$ cat src/rtl/swm_pkg.sv
package swm_pkg;
  typedef enum logic [1:0] {
    PH_CLEAR  = 2'd0,
    PH_IDLE   = 2'd1,
    PH_RETURN = 2'd2,
    PH_FETCH  = 2'd3
  } phase_t;
endpackage

$ cat src/rtl/swm_store.sv
module swm_store #(
  parameter int DATA_W = 16,
  parameter int ADDR_W = 6
) (
  input  logic              clk,
  input  logic              we,
  input  logic [ADDR_W-1:0] waddr,
  input  logic [DATA_W-1:0] wdata,
  input  logic [ADDR_W-1:0] raddr,
  output logic [DATA_W-1:0] rdata
);
  localparam int DEPTH = 1 << ADDR_W;

  logic [DATA_W-1:0] slots [DEPTH];

  // single write port plus registered read: block RAM friendly
  always_ff @(posedge clk) begin
    if (we) slots[waddr] <= wdata;
    rdata <= slots[raddr];
  end
endmodule

$ cat src/rtl/swm_seq.sv
module swm_seq
  import swm_pkg::*;
#(
  parameter int ADDR_W = 6
) (
  input  logic              clk,
  input  logic              rst,
  input  logic [ADDR_W-1:0] addr_in,
  output phase_t            phase,
  output logic [ADDR_W-1:0] cur_addr,
  output logic [ADDR_W-1:0] tgt_addr,
  output logic [ADDR_W-1:0] clr_idx,
  output logic              busy
);
  localparam int DEPTH = 1 << ADDR_W;
  localparam logic [ADDR_W-1:0] LAST = ADDR_W'(DEPTH - 1);

  always_ff @(posedge clk) begin
    if (rst) begin
      phase    <= PH_CLEAR;
      clr_idx  <= '0;
      cur_addr <= '0;
      tgt_addr <= '0;
    end else begin
      unique case (phase)
        PH_CLEAR: begin
          clr_idx <= clr_idx + 1'b1;
          if (clr_idx == LAST) phase <= PH_IDLE;
        end
        PH_IDLE: begin
          if (tgt_addr != cur_addr) phase <= PH_RETURN;
          else                      tgt_addr <= addr_in;
        end
        PH_RETURN: phase <= PH_FETCH;
        PH_FETCH: begin
          cur_addr <= tgt_addr;
          phase    <= PH_IDLE;
        end
        default: phase <= PH_IDLE;
      endcase
    end
  end

  assign busy = (phase != PH_IDLE);

  // return is followed by fetch in the very next cycle
  assert_return_then_fetch_R5: assert property (@(posedge clk) disable iff (rst)
    (phase == PH_RETURN) |=> (phase == PH_FETCH));
  // fetch is only ever entered from a return
  assert_fetch_after_return_R5: assert property (@(posedge clk) disable iff (rst)
    (phase == PH_FETCH) |-> ($past(phase) == PH_RETURN));
  // the sampled target is frozen while a sequence or sweep runs
  assert_target_held_R8: assert property (@(posedge clk) disable iff (rst)
    busy |=> $stable(tgt_addr));
  // the sweep does not end early
  assert_sweep_continues_R1: assert property (@(posedge clk) disable iff (rst)
    (phase == PH_CLEAR && clr_idx != LAST) |=> (phase == PH_CLEAR));
endmodule

$ cat src/rtl/swm_work.sv
module swm_work #(
  parameter int DATA_W = 16
) (
  input  logic              clk,
  input  logic              rst,
  input  logic              accept_wr,
  input  logic              load_zero,
  input  logic              load_fetch,
  input  logic [DATA_W-1:0] fetch_data,
  input  logic [DATA_W-1:0] wr_en,
  input  logic [DATA_W-1:0] wr_data,
  output logic [DATA_W-1:0] work_q
);
  for (genvar i = 0; i < DATA_W; i++) begin : g_bit
    always_ff @(posedge clk) begin
      if (rst)                         work_q[i] <= 1'b0;
      else if (load_fetch)             work_q[i] <= fetch_data[i];
      else if (load_zero)              work_q[i] <= 1'b0;
      else if (accept_wr && wr_en[i])  work_q[i] <= wr_data[i];
    end
  end

  // with no exchange and writes refused, the word must not move
  assert_refused_write_R7: assert property (@(posedge clk) disable iff (rst)
    (!accept_wr && !load_zero && !load_fetch) |=> $stable(work_q));
endmodule

$ cat src/rtl/swap_word_mem.sv
module swap_word_mem
  import swm_pkg::*;
#(
  parameter int DATA_W = 16,
  parameter int ADDR_W = 6
) (
  input  logic              clk,
  input  logic              rst,
  input  logic [ADDR_W-1:0] addr_in,
  input  logic [DATA_W-1:0] wr_en,
  input  logic [DATA_W-1:0] wr_data,
  output logic [DATA_W-1:0] work_rd,
  output logic              busy
);
  phase_t            phase;
  logic [ADDR_W-1:0] cur_addr, tgt_addr, clr_idx;
  logic              mem_we;
  logic [ADDR_W-1:0] mem_waddr;
  logic [DATA_W-1:0] mem_wdata, mem_rdata, work_q;

  swm_seq #(.ADDR_W(ADDR_W)) u_seq (
    .clk(clk), .rst(rst), .addr_in(addr_in), .phase(phase),
    .cur_addr(cur_addr), .tgt_addr(tgt_addr), .clr_idx(clr_idx), .busy(busy)
  );

  // both exchanges write the live register; the sweep writes zero
  always_comb begin
    mem_we    = 1'b0;
    mem_waddr = cur_addr;
    mem_wdata = work_q;
    unique case (phase)
      PH_CLEAR:  begin mem_we = 1'b1; mem_waddr = clr_idx; mem_wdata = '0; end
      PH_RETURN: begin mem_we = 1'b1; mem_waddr = cur_addr; end
      PH_FETCH:  begin mem_we = 1'b1; mem_waddr = tgt_addr; end
      default:   mem_we = 1'b0;
    endcase
  end

  swm_store #(.DATA_W(DATA_W), .ADDR_W(ADDR_W)) u_store (
    .clk(clk), .we(mem_we), .waddr(mem_waddr), .wdata(mem_wdata),
    .raddr(tgt_addr), .rdata(mem_rdata)
  );

  swm_work #(.DATA_W(DATA_W)) u_work (
    .clk(clk), .rst(rst),
    .accept_wr(!busy),
    .load_zero(phase == PH_RETURN),
    .load_fetch(phase == PH_FETCH),
    .fetch_data(mem_rdata),
    .wr_en(wr_en), .wr_data(wr_data), .work_q(work_q)
  );

  assign work_rd = work_q;

  // the register is empty when exchanged into the new slot
  assert_empty_slot_R6: assert property (@(posedge clk) disable iff (rst)
    (phase == PH_FETCH) |-> (work_q == '0));
  // return and prefetch never touch the same slot in one cycle
  assert_distinct_slots_R5: assert property (@(posedge clk) disable iff (rst)
    (phase == PH_RETURN) |-> (cur_addr != tgt_addr));
  // matching address starts nothing
  assert_no_spurious_R9: assert property (@(posedge clk) disable iff (rst)
    (phase == PH_IDLE && tgt_addr == cur_addr) |=> (phase == PH_IDLE));
endmodule

$ cat config.mk
export PLATFORM = sky130hd
export DESIGN_NAME = swap_word_mem
export DESIGN_NICKNAME = d
export VERILOG_FILES = /design/src/rtl/swm_pkg.sv /design/src/rtl/swm_store.sv /design/src/rtl/swm_seq.sv /design/src/rtl/swm_work.sv /design/src/rtl/swap_word_mem.sv
export SDC_FILE = /design/constraint.sdc
export NUM_CORES = 1
export LEC_CHECK = 0
export BUFFER_PORTS_ARGS = -buffer_cell sky130_fd_sc_hd__buf_2
export CAP_MARGIN = 20
export CELL_PAD_IN_SITES_DETAIL_PLACEMENT = 1
export CELL_PAD_IN_SITES_GLOBAL_PLACEMENT = 1
export CORE_ASPECT_RATIO = 0.5
export CORE_MARGIN = 1
export CORE_UTILIZATION = 30
export CTS_CLUSTER_SIZE = 16
export DETAILED_ROUTE_END_ITERATION = 16
export PLACE_DENSITY = 0.53
export SYNTH_ARGS = -nofsm -noshare
export SYNTH_HDL_FRONTEND = slang
export SYNTH_HIERARCHICAL = 1
export SYNTH_SLANG_ARGS = --single-unit
export TNS_END_PERCENT = 30
$ cat constraint.sdc
create_clock -name clk -period 4.2 [get_ports clk]
set_clock_uncertainty 0.15 [all_clocks]
set_input_delay 0.84 -clock clk [delete_from_list [all_inputs] [get_ports clk]]
set_output_delay 0.84 -clock clk [all_outputs]
set_load 0.02 [all_outputs]
# ---- After elaboration in Yosys (flattened, before gate mapping)
# Memory sizes are Yosys's and may differ from the RTL's. A register that Yosys moved wholly into a read port is not among the register bits.
# Index checks and enable logic that the tools add are counted.
dict set report classes {
  n_eq_ne 8
  reduce_logical 37
  multipliers 0
  order_cmp 0
  n_addsub 1
  shifts 0
  n_bitwise 1
  div 0
  n_mux 56
}
# operator n
set op_table {}
lappend op_table {{$mux 1} 51}
lappend op_table {{$reduce_bool 3->1} 16}
lappend op_table {{$logic_and 1x1->1} 16}
lappend op_table {{$mux 16} 1}
lappend op_table {{$pmux 6 s2} 1}
lappend op_table {{$pmux 2 s4} 1}
lappend op_table {{$add 6x1->6 const B} 1}
lappend op_table {{$eq 6x6->1 const B} 1}
lappend op_table {{$ne 2x1->1 const B} 3}
lappend op_table {{$ne 6x6->1} 1}
lappend op_table {{$eq 2x2->1 const B} 2}
lappend op_table {{$mux 2} 2}
lappend op_table {{$reduce_and 2->1} 2}
lappend op_table {{$reduce_or 3->1} 1}
lappend op_table {{$eq 2x1->1 const B} 1}
lappend op_table {{$logic_not 2->1} 1}
lappend op_table {{$logic_not 1->1} 1}
lappend op_table {{$not 1->1} 1}
dict set report word_totals {
  register_bits 36
  romBits 0
  n_memories 1
  ramBits 1024
  wordCells 124
  latch_bits 0
}
# name words word_bits read_ports rd_ports_with_merged_regs wr line
set memory_table {}
lappend memory_table {u_store.slots 64 16 1 1 1 swm_store.sv:14} ;# logic [DATA_W-1:0] slots [DEPTH];

# ---- Logic depth before layout (Yosys ltp)
# Gate-level depths: netlist of the first run.
dict set report logic_depth {
  depth_word 6
  mapped_depth 10
}

# ---- Hierarchy
# The synthesis of the first run kept the hierarchy.
# module cells_per_inst seq_area_each_um2 area_per_inst_um2 instances
set by_module_without_submodules {}
lappend by_module_without_submodules {swm_store 1829 31069.8 40042.2 1}
lappend by_module_without_submodules {swm_seq 100 400.4 924.6 1}
lappend by_module_without_submodules {swm_work 88 320.3 785.8 1}
lappend by_module_without_submodules {swap_word_mem 45 0.0 294.0 1}

# ---- Worst setup path before layout of the first run
# No wires, ideal clock.
dict set report synth_path {
  path_kind {flip-flop to flip-flop}
  start {register u_seq.phase[0]}
  end {memory u_store.slots[49][0], enable pin}
  setup_slack_ns 0.912
  required_ns 3.641
  path_stages_with_launch 10
  setup_ns 0.409
  t_arrival_ns 2.728
  synth_period_minus_slack_ns 3.288
  path_cell_list {dfxtp_1 > inv_1 > ha_1 > buf_4 > nand2_1 > o21ai_1 > clkbuf_1 > nor2b_1 > nand4_1 > nor3_1}
}
# item line
set synth_rtl {}
lappend synth_rtl {{from (decl)} swm_seq.sv:9} ;# output phase_t phase,
lappend synth_rtl {{from (signal assigned)} swm_seq.sv:20} ;# phase <= PH_CLEAR;
lappend synth_rtl {{from (signal assigned)} swm_seq.sv:28} ;# if (clr_idx == LAST) phase <= PH_IDLE;
lappend synth_rtl {{from (signal assigned)} swm_seq.sv:31} ;# if (tgt_addr != cur_addr) phase <= PH_RETURN;
lappend synth_rtl {{$eq 2x2->1 or $logic_not 2->1 (tied branches)} swap_word_mem.sv:31} ;# unique case (phase)
lappend synth_rtl {{$pmux 6 s2 *} swap_word_mem.sv:31}
lappend synth_rtl {{net mem_waddr[3]} swap_word_mem.sv:18} ;# logic [ADDR_W-1:0] mem_waddr;
lappend synth_rtl {{to (decl)} swm_store.sv:14}
# The timed path passes the listed nets; every way through them passes the cells marked *.

# ---- Worst setup path in the final report of the first run
dict set report layout_path {
  start {register u_seq.phase[0]}
  end {memory u_store.slots[33][10], enable pin}
}
# Same word-level chain as after synthesis.

==> metrics.txt, run 1 <==
most area-hungry cell type in the Yosys netlist edfxtp_1; First-pass DRT Iterations 5; top-area cell type share of the netlist area between 70 and 80%; CP required around 4.4 ns; most frequent cell after synthesis edfxtp_1; CP delay by family, top simple AND/OR/NAND/NOR gates; Max FO, Critical Path 16; global-route wire length before repair 166 mm; CTS tree done; Crit Path Class reg -> reg; placed insts approximately 4,000; initial DRC count 1,989; Initial Utilization 30.4%; Worst slew margin between 20% and 30%; FF-to-FF setup slack 0.71 ns; metal2 WL 55.4 mm; WP buf/inv 3; Critical Path AT 3.70 ns; cell count after synthesis 2,062; IO Port Bufs 56; met1 WL ~53 mm; min cycle time layout 3.49 ns; buffer count from post-CTS setup fixing 0; post-cts sizing count 0; Synth Area in XOR/XNOR less than 1%; Net Sw Frac a little under a quarter; Seq cells post-synth between 1,000 and 1,500; prevailing post-synth register cell edfxtp_1; Post-synth top cells 1,024 x edfxtp_1, 220 x mux4_2, 109 x mux2i_1; Routed WL about 120 mm; gr usage total 16.5%; Internal about 18,000 uW; Synth Net Count about 2,100; Die Wd between 500 and 600 um; f_max around 0.29 GHz; Avg Vias per Cell between 4 and 5; setup violators final 0; clock sink total around 1,100; slowest stage cell, crit path nand3_1; Seq pwr share about half; Hold Buf Count CTS 0; top sig layer met4; Die Y approximately 270 um; P_leak 0.0130 uW; number of buffers created by CTS between 100 and 150; Compound-Gate Fraction of Synth Area between 2 and 3%; Post-Synth Adder-Cell Area less than 1%; synth warn 6; clk buf depth 3; Clock Latency Late Sink roughly 0.7 ns; Slew Viols, Final 0; Final nets 2,289; I/O pin count 57; asr flop ratio synth 0%; die area between 100,000 and 150,000 sq um; non-filler cells in the finished layout about 4,200; Core Area around 140,000 sq um; largest net degree at the start of global routing 80; P_sw roughly 5700 uW; number of global-route vias before repair roughly 22,000; final worst-path cycle share ~83%; Comb pwr share between 8 and 9%; grt ovf 0; Worst-path clk slew 0.07 ns; CTS HTree Levels 3; number of flops mapped to enable cells by yosys 1,024; cell area after synthesis around 42,000 sq um; crit end category register; Syn-to-layout area delta 15.4%; Root Driver clkbuf_16; Via Count 20,900; post-synthesis mux area share 15.4%; num rows 96; Seq/Total Area, Yosys 75.6%; worst-margin pin slew ~1.1 ns; Area contributors post-synth edfxtp_1 73%, mux4_2 12%, mux2i_1 2.6%; max cap viols 0; met3 routed WL around 6.7 mm; fill count 13,700; crit-path cells inv_1 > ha_1 > nand2_1 > o21ai_1 > buf_4 > nor2_1 > nand3_1 > nor2_1 > buf_4; share of cells above drive strength 1 between 20% and 30%; fin util 35.1%; pwr dens 488 nW/um^2; hpwl dp slightly above 70 mm; simple-gate share of the synthesized area under 10%; max incr delay on CP a little over 0.7 ns; drt drc 0; Hold WC Path Type in -> reg; post-route ant nets 0; wire per inst 27.9 um; post-route setup TNS 0 ns; Startpoint Class register; Placer Congestion between 0.7 and 0.8; syn_area_per_cell 20.4 sq um; RSZ-0062 raised after global routing false; Final Hold Violating Endpoints 0; Netlist cell types between 50 and 60; clock share of power 39.9%; antenna violations before repair 5; Worst VDD drop ~0.00036 V; outcome finished clean; main combinational cell family by area after synthesis multiplexers
[per-stage QoR]
stage                     worst slack, ns  total power, uW  instance area, sq um  hold WS [ns]
after floorplan                     0.912            13500                 42000         0.251
after global placement              0.771            14500                 45100         0.327
after detailed placement            0.753            14500                 45100         0.326
after CTS                           0.727            23900                 48500         0.209
after global routing                0.475            24400                 48500         0.219
final                               0.707            23700                 48500         0.257
[layer usage]
metal	track usage [%]	vias to the layer above
met1	23.0	11500
met4	3.44	0
met3	3.33	140
li1	-	8824
met2	26.6	523
met5	0	-
[cell families after synthesis]
kind of cell / after synthesis
AO/OA/AOI/OAI: 173
flip-flops: 1076
AND/OR/NAND/NOR: 307
adder cells (fa/ha/maj): 10
multiplexers: 361
buffers and inverters: 125
XOR/XNOR: 10
[path summary, 6_finish.rpt]
check                              startpoint                               to  cells after the start
setup / recovery  u_seq/phase[0]$_SDFFE_PP0P_  u_store/slots[33][10]$_DFFE_PP_                      9
hold / removal                     addr_in[1]   u_seq/tgt_addr[1]$_SDFFE_PP0P_                      3
setup reg to reg  u_seq/phase[0]$_SDFFE_PP0P_  u_store/slots[33][10]$_DFFE_PP_                      9
hold reg to reg      u_store/rdata[6]$_DFF_P_    u_work/work_q[6]$_SDFFE_PP0P_                      2
[final cells by class]
type	count	area, sq um	area share [%]
Antenna cell	3	7.51	0.0155
Clock buffer	143	2940	6.05
Clock inverter	55	467	0.962
Inverter	7	26.3	0.0542
Multi-Input combinational cell	861	9540	19.7
Sequential cell	1076	31800	65.6
Tap cell	1862	2330	4.80
Timing Repair Buffer	188	1410	2.90
[flip-flops by register name, summed over array words and instances (netlist names)]
register and count:
u_store/rdata 16, u_seq/clr_idx 6, u_store/slots 1024, u_work/work_q 16, u_seq/cur_addr 6, u_seq/tgt_addr 6
u_seq/phase 2
[layout by cell type, fill, tap and decap left out, types with 31 or more instances in the layout]
master,n
dfxtp_1,47
nand2_1,99
clkbuf_16,110
nor2_1,84
edfxtp_1,1024
mux4_2,220
mux2i_1,109
buf_2,56
nand3_1,31
buf_4,121
nor2b_1,31
a22oi_1,45
[power groups by stage]
stage                     combinational (uW)  clock (uW)  sequential (uW)
after floorplan                         1260           0            12200
after global placement                  2120           0            12300
after detailed placement                2130           0            12400
after CTS                               2140        9670            12100
after global routing                    2240       10100            12100
final                                   2120        9450            12100
[worst min-delay path, delay by kind of cell]
kind                   cells  cell delay [ns]
AO/OA/AOI/OAI              1             0.05
buffers and inverters      1             0.11
AND/OR/NAND/NOR            1             0.06
(Power assumes the default switching activity.)
==> run 2, diff against run 1 <==
Clock period 4.2 ns to 3.52 ns, I/O delays scaled along.
==> run 2 against run 1 <==
Clock power is 22% higher; global-route usage is 0.23 points lower; sequential share of layout area is 1.1 points lower; worst hold slack worse by 0.12 ns; combinational power is 30% higher; non-clock buffer count is 49 higher; sequential power is 19% higher; critical endpoint is now u_store/slots[28][12]$_DFFE_PP_; highest routed layer is now met5.
==> metrics.txt, run 2 (synthesis results as in run 1) <==
Hold Buf Count CTS 0 (unchanged); Final nets 2,336 (+2.1%); Routed WL 115 mm (-2.0%); pwr dens 580 nW/um^2 (+19%); clock sink total 1,076 (unchanged); worst-margin pin slew 1.07 ns (-0.0399 ns); Worst slew margin 28.5% (+2.8 points); Die Wd 531 um (unchanged); grt ovf 0 (unchanged); f_max 0.311 GHz (+8.6%); clk buf depth 3 (unchanged); number of buffers created by CTS 103 (-1.9%); Worst-path clk slew 0.06 ns (about the same); setup violators final 0 (unchanged); post-route setup TNS 0 ns (unchanged); crit path to u_store/slots[28][12]$_DFFE_PP_; First-pass DRT Iterations 5 (unchanged); met2 Resource Use GR 26.2% (-0.40 points); CTS HTree Levels 3 (unchanged); gr usage total 16.3% (-0.23 points); min cycle time layout 3.22 ns (-0.277 ns); IO Port Bufs 56 (unchanged); Startpoint Class register; die area 142,000 sq um (unchanged); RSZ-0062 raised after global routing false; Placer Congestion 0.800 (+0.29%); Worst Hold Margin 0.132 ns (-0.125 ns); Worst VDD drop 0.000321 V (-12%); Root Driver clkbuf_16; number of global-route vias before repair 21,600 (+0.0093%); Largest register FFs 1,024 (unchanged); start point of the critical path u_seq/phase[1]$_SDFFE_PP0P_; final worst-path cycle share 91.4% (+8.2 points); R2R Path End u_store/slots[28][12]$_DFFE_PP_; biggest regs u_store/slots: 1024 flops, u_store/rdata: 16 flops, u_work/work_q: 16 flops; CP required 3.73 ns (-0.68 ns); crit end category register; Largest Register u_store/slots; Max FO, Critical Path 16 (unchanged); GRT busiest layer met2; RR Startpoint u_seq/phase[1]$_SDFFE_PP0P_; drt drc 0 (unchanged); commonest cells after routing, fill and taps aside 1,024 x edfxtp_1, 220 x mux4_2, 139 x buf_4; M1 GR Usage 22.3% (-0.70 points); Crit Path Class reg -> reg; Slew Viols, Final 0 (unchanged); Avg Vias per Cell 4.87 (-2.4%); met3 GRT Util 3.69% (+0.36 points); share of cells above drive strength 1 28.5% (+1.3 points); reg2reg path depth 7 (-2); Core Area 138,000 sq um (unchanged); commonest non-fill, non-tap cell in the layout edfxtp_1; buffer count from post-CTS setup fixing 0 (unchanged); Via Count 20,700 (-1.4%); initial DRC count 1,731 (-13%); I/O pin count 57 (unchanged); Clock Latency Late Sink 0.69 ns (about the same); Die Y 267 um (unchanged); CTS tree done; num rows 96 (unchanged); wire per inst 27.1 um (-3.1%); Final Hold Violating Endpoints 0 (unchanged); Initial Utilization 30.4% (unchanged); outcome finished clean; antenna violations before repair 9 (+4); post-route ant nets 0 (unchanged); Hold WC Path Type in -> reg; global-route wire length before repair 164 mm (-1.3%); largest net degree at the start of global routing 65 (-19%); Syn-to-layout area delta 17.3%; P_leak 0.0134 uW (+2.5%); hpwl dp 72.2 mm (+1.1%); post-cts sizing count 0 (unchanged); Critical Path AT 3.43 ns (-0.27 ns); max cap viols 0 (unchanged); FF-to-FF setup slack 0.30 ns (-0.40 ns)
==> run 2: layout make-up <==
class	instances	area, sq um
antenna	6	15.0
clock buffer	130	2790
clock inverter	61	683
fill	13600	88800
inverter	7	26.3
multi-input combinational	861	9530
sequential	1076	31800
tap	1862	2330
timing repair buffer	237	2160
==> run 2: worst min-delay path by stage <==
stage | cells after the start | slack (ns) | to | start
after floorplan | 2 | 0.25 | u_work/work_q[11]$_SDFFE_PP0P_ | u_store/rdata[11]$_DFF_P_
after global placement | 2 | 0.27 | u_work/work_q[1]$_SDFFE_PP0P_ | u_store/rdata[1]$_DFF_P_
after detailed placement | 2 | 0.27 | u_work/work_q[9]$_SDFFE_PP0P_ | u_store/rdata[9]$_DFF_P_
after CTS | 3 | 0.08 | u_work/work_q[0]$_SDFFE_PP0P_ | wr_data[0]
after global routing | 3 | 0.10 | u_work/work_q[5]$_SDFFE_PP0P_ | wr_data[5]
final | 3 | 0.13 | u_work/work_q[5]$_SDFFE_PP0P_ | wr_data[5]
==> run 2: routing by layer <==
layer	vias up	part of all wire, %
li1	8930	-
met4	6	1.9
met3	130	6.1
met5	-	0.030
met2	513	47
met1	11100	45
==> run 2: report_power, final <==
part           internal [uW]  switching [uW]  leakage [uW]
combinational            999            1760       0.00347
sequential             14200             163       0.00821
clock                   6690            4770       0.00169
==> run 2: metrics by stage <==
step | worst slack (ns) | power (uW) | std cells | cell area [sq um] | util (%)
5_1_grt | 0.256 | 29500 | 4234 | 49300 | 35.7
6_report | 0.303 | 28600 | 4240 | 49300 | 35.7
3_5_place_dp | 0.365 | 17500 | 4043 | 45900 | 33.2
2_1_floorplan | 0.232 | 16100 | 2062 | 42000 | -
4_1_cts | 0.362 | 28900 | 4234 | 49300 | 35.7
3_3_place_gp | 0.421 | 17400 | 4043 | 45900 | 33.2
==> run 2: critical path: stages (launching register included) <==
cell     delay, ns
dfxtp_1       0.43
inv_1         0.12
ha_1          0.50
o21ai_1       0.26
nor2b_1       0.29
nand2_1       0.44
nor2_1        0.38
buf_4         0.32
==> run 3, diff against run 2 <==
Settings changed: REMOVE_ABC_BUFFERS from default to 1.
==> run 3 against run 2 <==
Routed wire length shrank 0.10%; fmax shrank 1.3%; largest cell class unchanged; final cell count about the same; critical path depth unchanged; sequential cell count is the same; global-route usage fell by 0.12 points; sequential power hardly changed; highest routed layer is now met4; count of clock-buffer cells in the layout fell by 1.
==> metrics.txt, run 3 (synthesis results as in run 1) <==
biggest regs u_store/slots: 1024 flops, u_store/rdata: 16 flops, u_work/work_q: 16 flops; Slew Viols, Final 0 (unchanged); Die Y 267 um (unchanged); area of the multi-input gates 9550 sq um (+0.16%); clock share of power 40.6% (+0.5 points); Root Driver clkbuf_16; I/O pin count 57 (unchanged); Largest register FFs 1,024 (unchanged); Initial Utilization 30.4% (unchanged); worst hold path depth 3 (unchanged); Critical Path AT 3.48 ns (+0.05 ns); grt ovf 0 (unchanged); Syn-to-layout area delta 17.0%; number of global-route vias before repair 21,700 (+0.30%); commonest non-fill, non-tap cell in the layout edfxtp_1; crit-path cells inv_1 > ha_1 > o21ai_1 > nor2b_1 > nand2_1 > nor2_1 > buf_4; outcome finished clean; CP required 3.74 ns (about the same); share of cells above drive strength 1 29.4% (+0.85 points); P_sw 6720 uW (+0.42%); pwr dens 578 nW/um^2 (-0.35%); crit end category register; largest net degree at the start of global routing 76 (+17%); Internal 21,700 uW (-0.93%); drt drc 0 (unchanged); P_leak 0.0134 uW (about the same); Place WS 0.164 ns (-0.201 ns); num rows 96 (unchanged); final setup margin 0.262 ns (-0.0408 ns); gr usage total 16.1% (-0.12 points); hpwl dp 71.0 mm (-1.6%); initial DRC count 2,010 (+16%); fin util 35.6% (-0.095 points); worst-margin pin slew 1.05 ns (-0.0261 ns); Comb pwr share 8.9% (-0.7 points); antenna violations before repair 2 (-7); Avg Vias per Cell 4.92 (+1.0%); fill count 13,600 (-0.13%); Final nets 2,340 (+0.17%); Net Sw Frac 23.6% (+0.24 points); Worst-path clk slew 0.07 ns (about the same); Hold WC Path Type in -> reg; number of buffers created by CTS 103 (unchanged); Die Wd 531 um (unchanged); Register Area 31,800 sq um (unchanged); die area 142,000 sq um (unchanged); WP buf/inv 2 (unchanged); RR Startpoint u_seq/phase[0]$_SDFFE_PP0P_; Power Total 28,400 uW (-0.62%); max cap viols 0 (unchanged); reg2reg path depth 7 (unchanged); Final Hold Violating Endpoints 0 (unchanged); global-route wire length before repair 163 mm (-0.21%); final instance area 49,200 sq um (-0.27%); post-route ant nets 0 (unchanged); worst hold path endpoint u_seq/tgt_addr[1]$_SDFFE_PP0P_; clock sink total 1,076 (unchanged); Levels on crit path 7 (unchanged); DP Area 45,700 sq um (-0.33%); max incr delay on CP 0.54 ns (+0.04 ns); Max FO, Critical Path 16 (unchanged); Worst slew margin 29.5% (+1.0 points); FF-to-FF setup slack 0.26 ns (-0.04 ns); CTS tree done; setup violators final 0 (unchanged); min cycle time layout 3.26 ns (+0.0408 ns); Worst Hold Margin 0.0794 ns (-0.0530 ns); CTS HTree Levels 3 (unchanged); slowest stage cell, crit path ha_1; CP delay by family, top simple AND/OR/NAND/NOR gates; f_max 0.307 GHz (-1.3%); clk buf depth 3 (unchanged); Worst VDD drop 0.000362 V (+13%); IO Port Bufs 56 (unchanged); final worst-path cycle share 92.5% (+1.2 points); wire per inst 27.0 um (-0.15%); First-pass DRT Iterations 5 (unchanged); Hold Buf Count CTS 0 (unchanged); R2R Path End u_store/slots[56][15]$_DFFE_PP_; Clock Latency Late Sink 0.73 ns (+0.04 ns); commonest cells after routing, fill and taps aside 1,024 x edfxtp_1, 220 x mux4_2, 158 x buf_4; Startpoint Class register; hold path start addr_in[1]; Via Count 20,900 (+1.1%); Seq pwr share 50.5% (+0.2 points); post-cts sizing count 0 (unchanged); Routed WL 115 mm (-0.10%); Crit Path Class reg -> reg; buffer count from post-CTS setup fixing 0 (unchanged); Core Area 138,000 sq um (unchanged); Largest Register u_store/slots; RSZ-0062 raised after global routing false; Placer Congestion 0.798 (-0.20%)
-- run 3: changes by cell type in the layout (fill, tap and decap cells not counted), sizes merged --
cell / previous run / this run
buf: 237 / 241
bufinv: 15 / 12
clkbuf: 130 / 129
clkinvlp: 3 / 5
diode: 6 / 2
inv: 8 / 12
-- run 3: worst register-to-register path: stages, from the launching register on --
cell     delay, ns
dfxtp_1       0.47
inv_1         0.14
ha_1          0.54
o21ai_1       0.26
nor2b_1       0.31
nand2_1       0.46
nor2_1        0.25
buf_4         0.30
-- run 3: layout make-up --
cell class              instances  area share [%]
flip-flops and latches       1076            64.6
well taps                    1862            4.73
diodes                          2          0.0102
clock buffers                 129            5.64
repair buffers                241            4.08
multi-input cells             861            19.4
inverters                       7          0.0534
clock inverters                64            1.45
-- run 3: worst max path at each step --
stage / start / to / slack (ns)
final: u_seq/phase[0]$_SDFFE_PP0P_ / u_store/slots[56][15]$_DFFE_PP_ / 0.26
after global routing: u_seq/phase[0]$_SDFFE_PP0P_ / u_store/slots[32][11]$_DFFE_PP_ / 0.09
after floorplan: u_seq/tgt_addr[0]$_SDFFE_PP0P_ / u_store/slots[49][0]$_DFFE_PP_ / -9.82
after CTS: u_seq/phase[0]$_SDFFE_PP0P_ / u_store/slots[62][4]$_DFFE_PP_ / 0.12
after detailed placement: u_seq/phase[0]$_SDFFE_PP0P_ / u_store/slots[62][4]$_DFFE_PP_ / 0.16
after global placement: u_seq/phase[0]$_SDFFE_PP0P_ / u_store/slots[62][4]$_DFFE_PP_ / 0.27
-- run 3: per-layer routing --
| metal | up-vias | share of wire [%] | track usage [%] |
|---|---|---|---|
| met2 | 414 | 48 | 26.3 |
| met4 | 0 | 1.5 | 3.14 |
| li1 | 8935 | - | - |
| met5 | - | 0 | 0 |
| met1 | 11400 | 47 | 22.8 |
| met3 | 118 | 4.3 | 2.69 |
-- run 3: through the flow --
stage	setup TNS, ns	instances
floorplan	-9586.98	1944
global placement	0	4047
detailed placement	0	4047
CTS	0	4240
global route	0	4240
finish	0	4242
-- run 3: power by group through the flow --
stage | logic, uW | registers [uW] | clock network, uW
floorplan | 1410 | 14800 | 0
global placement | 2520 | 14600 | 0
detailed placement | 2540 | 14600 | 0
CTS | 2550 | 14400 | 11800
global route | 2680 | 14400 | 12300
finish | 2530 | 14400 | 11500
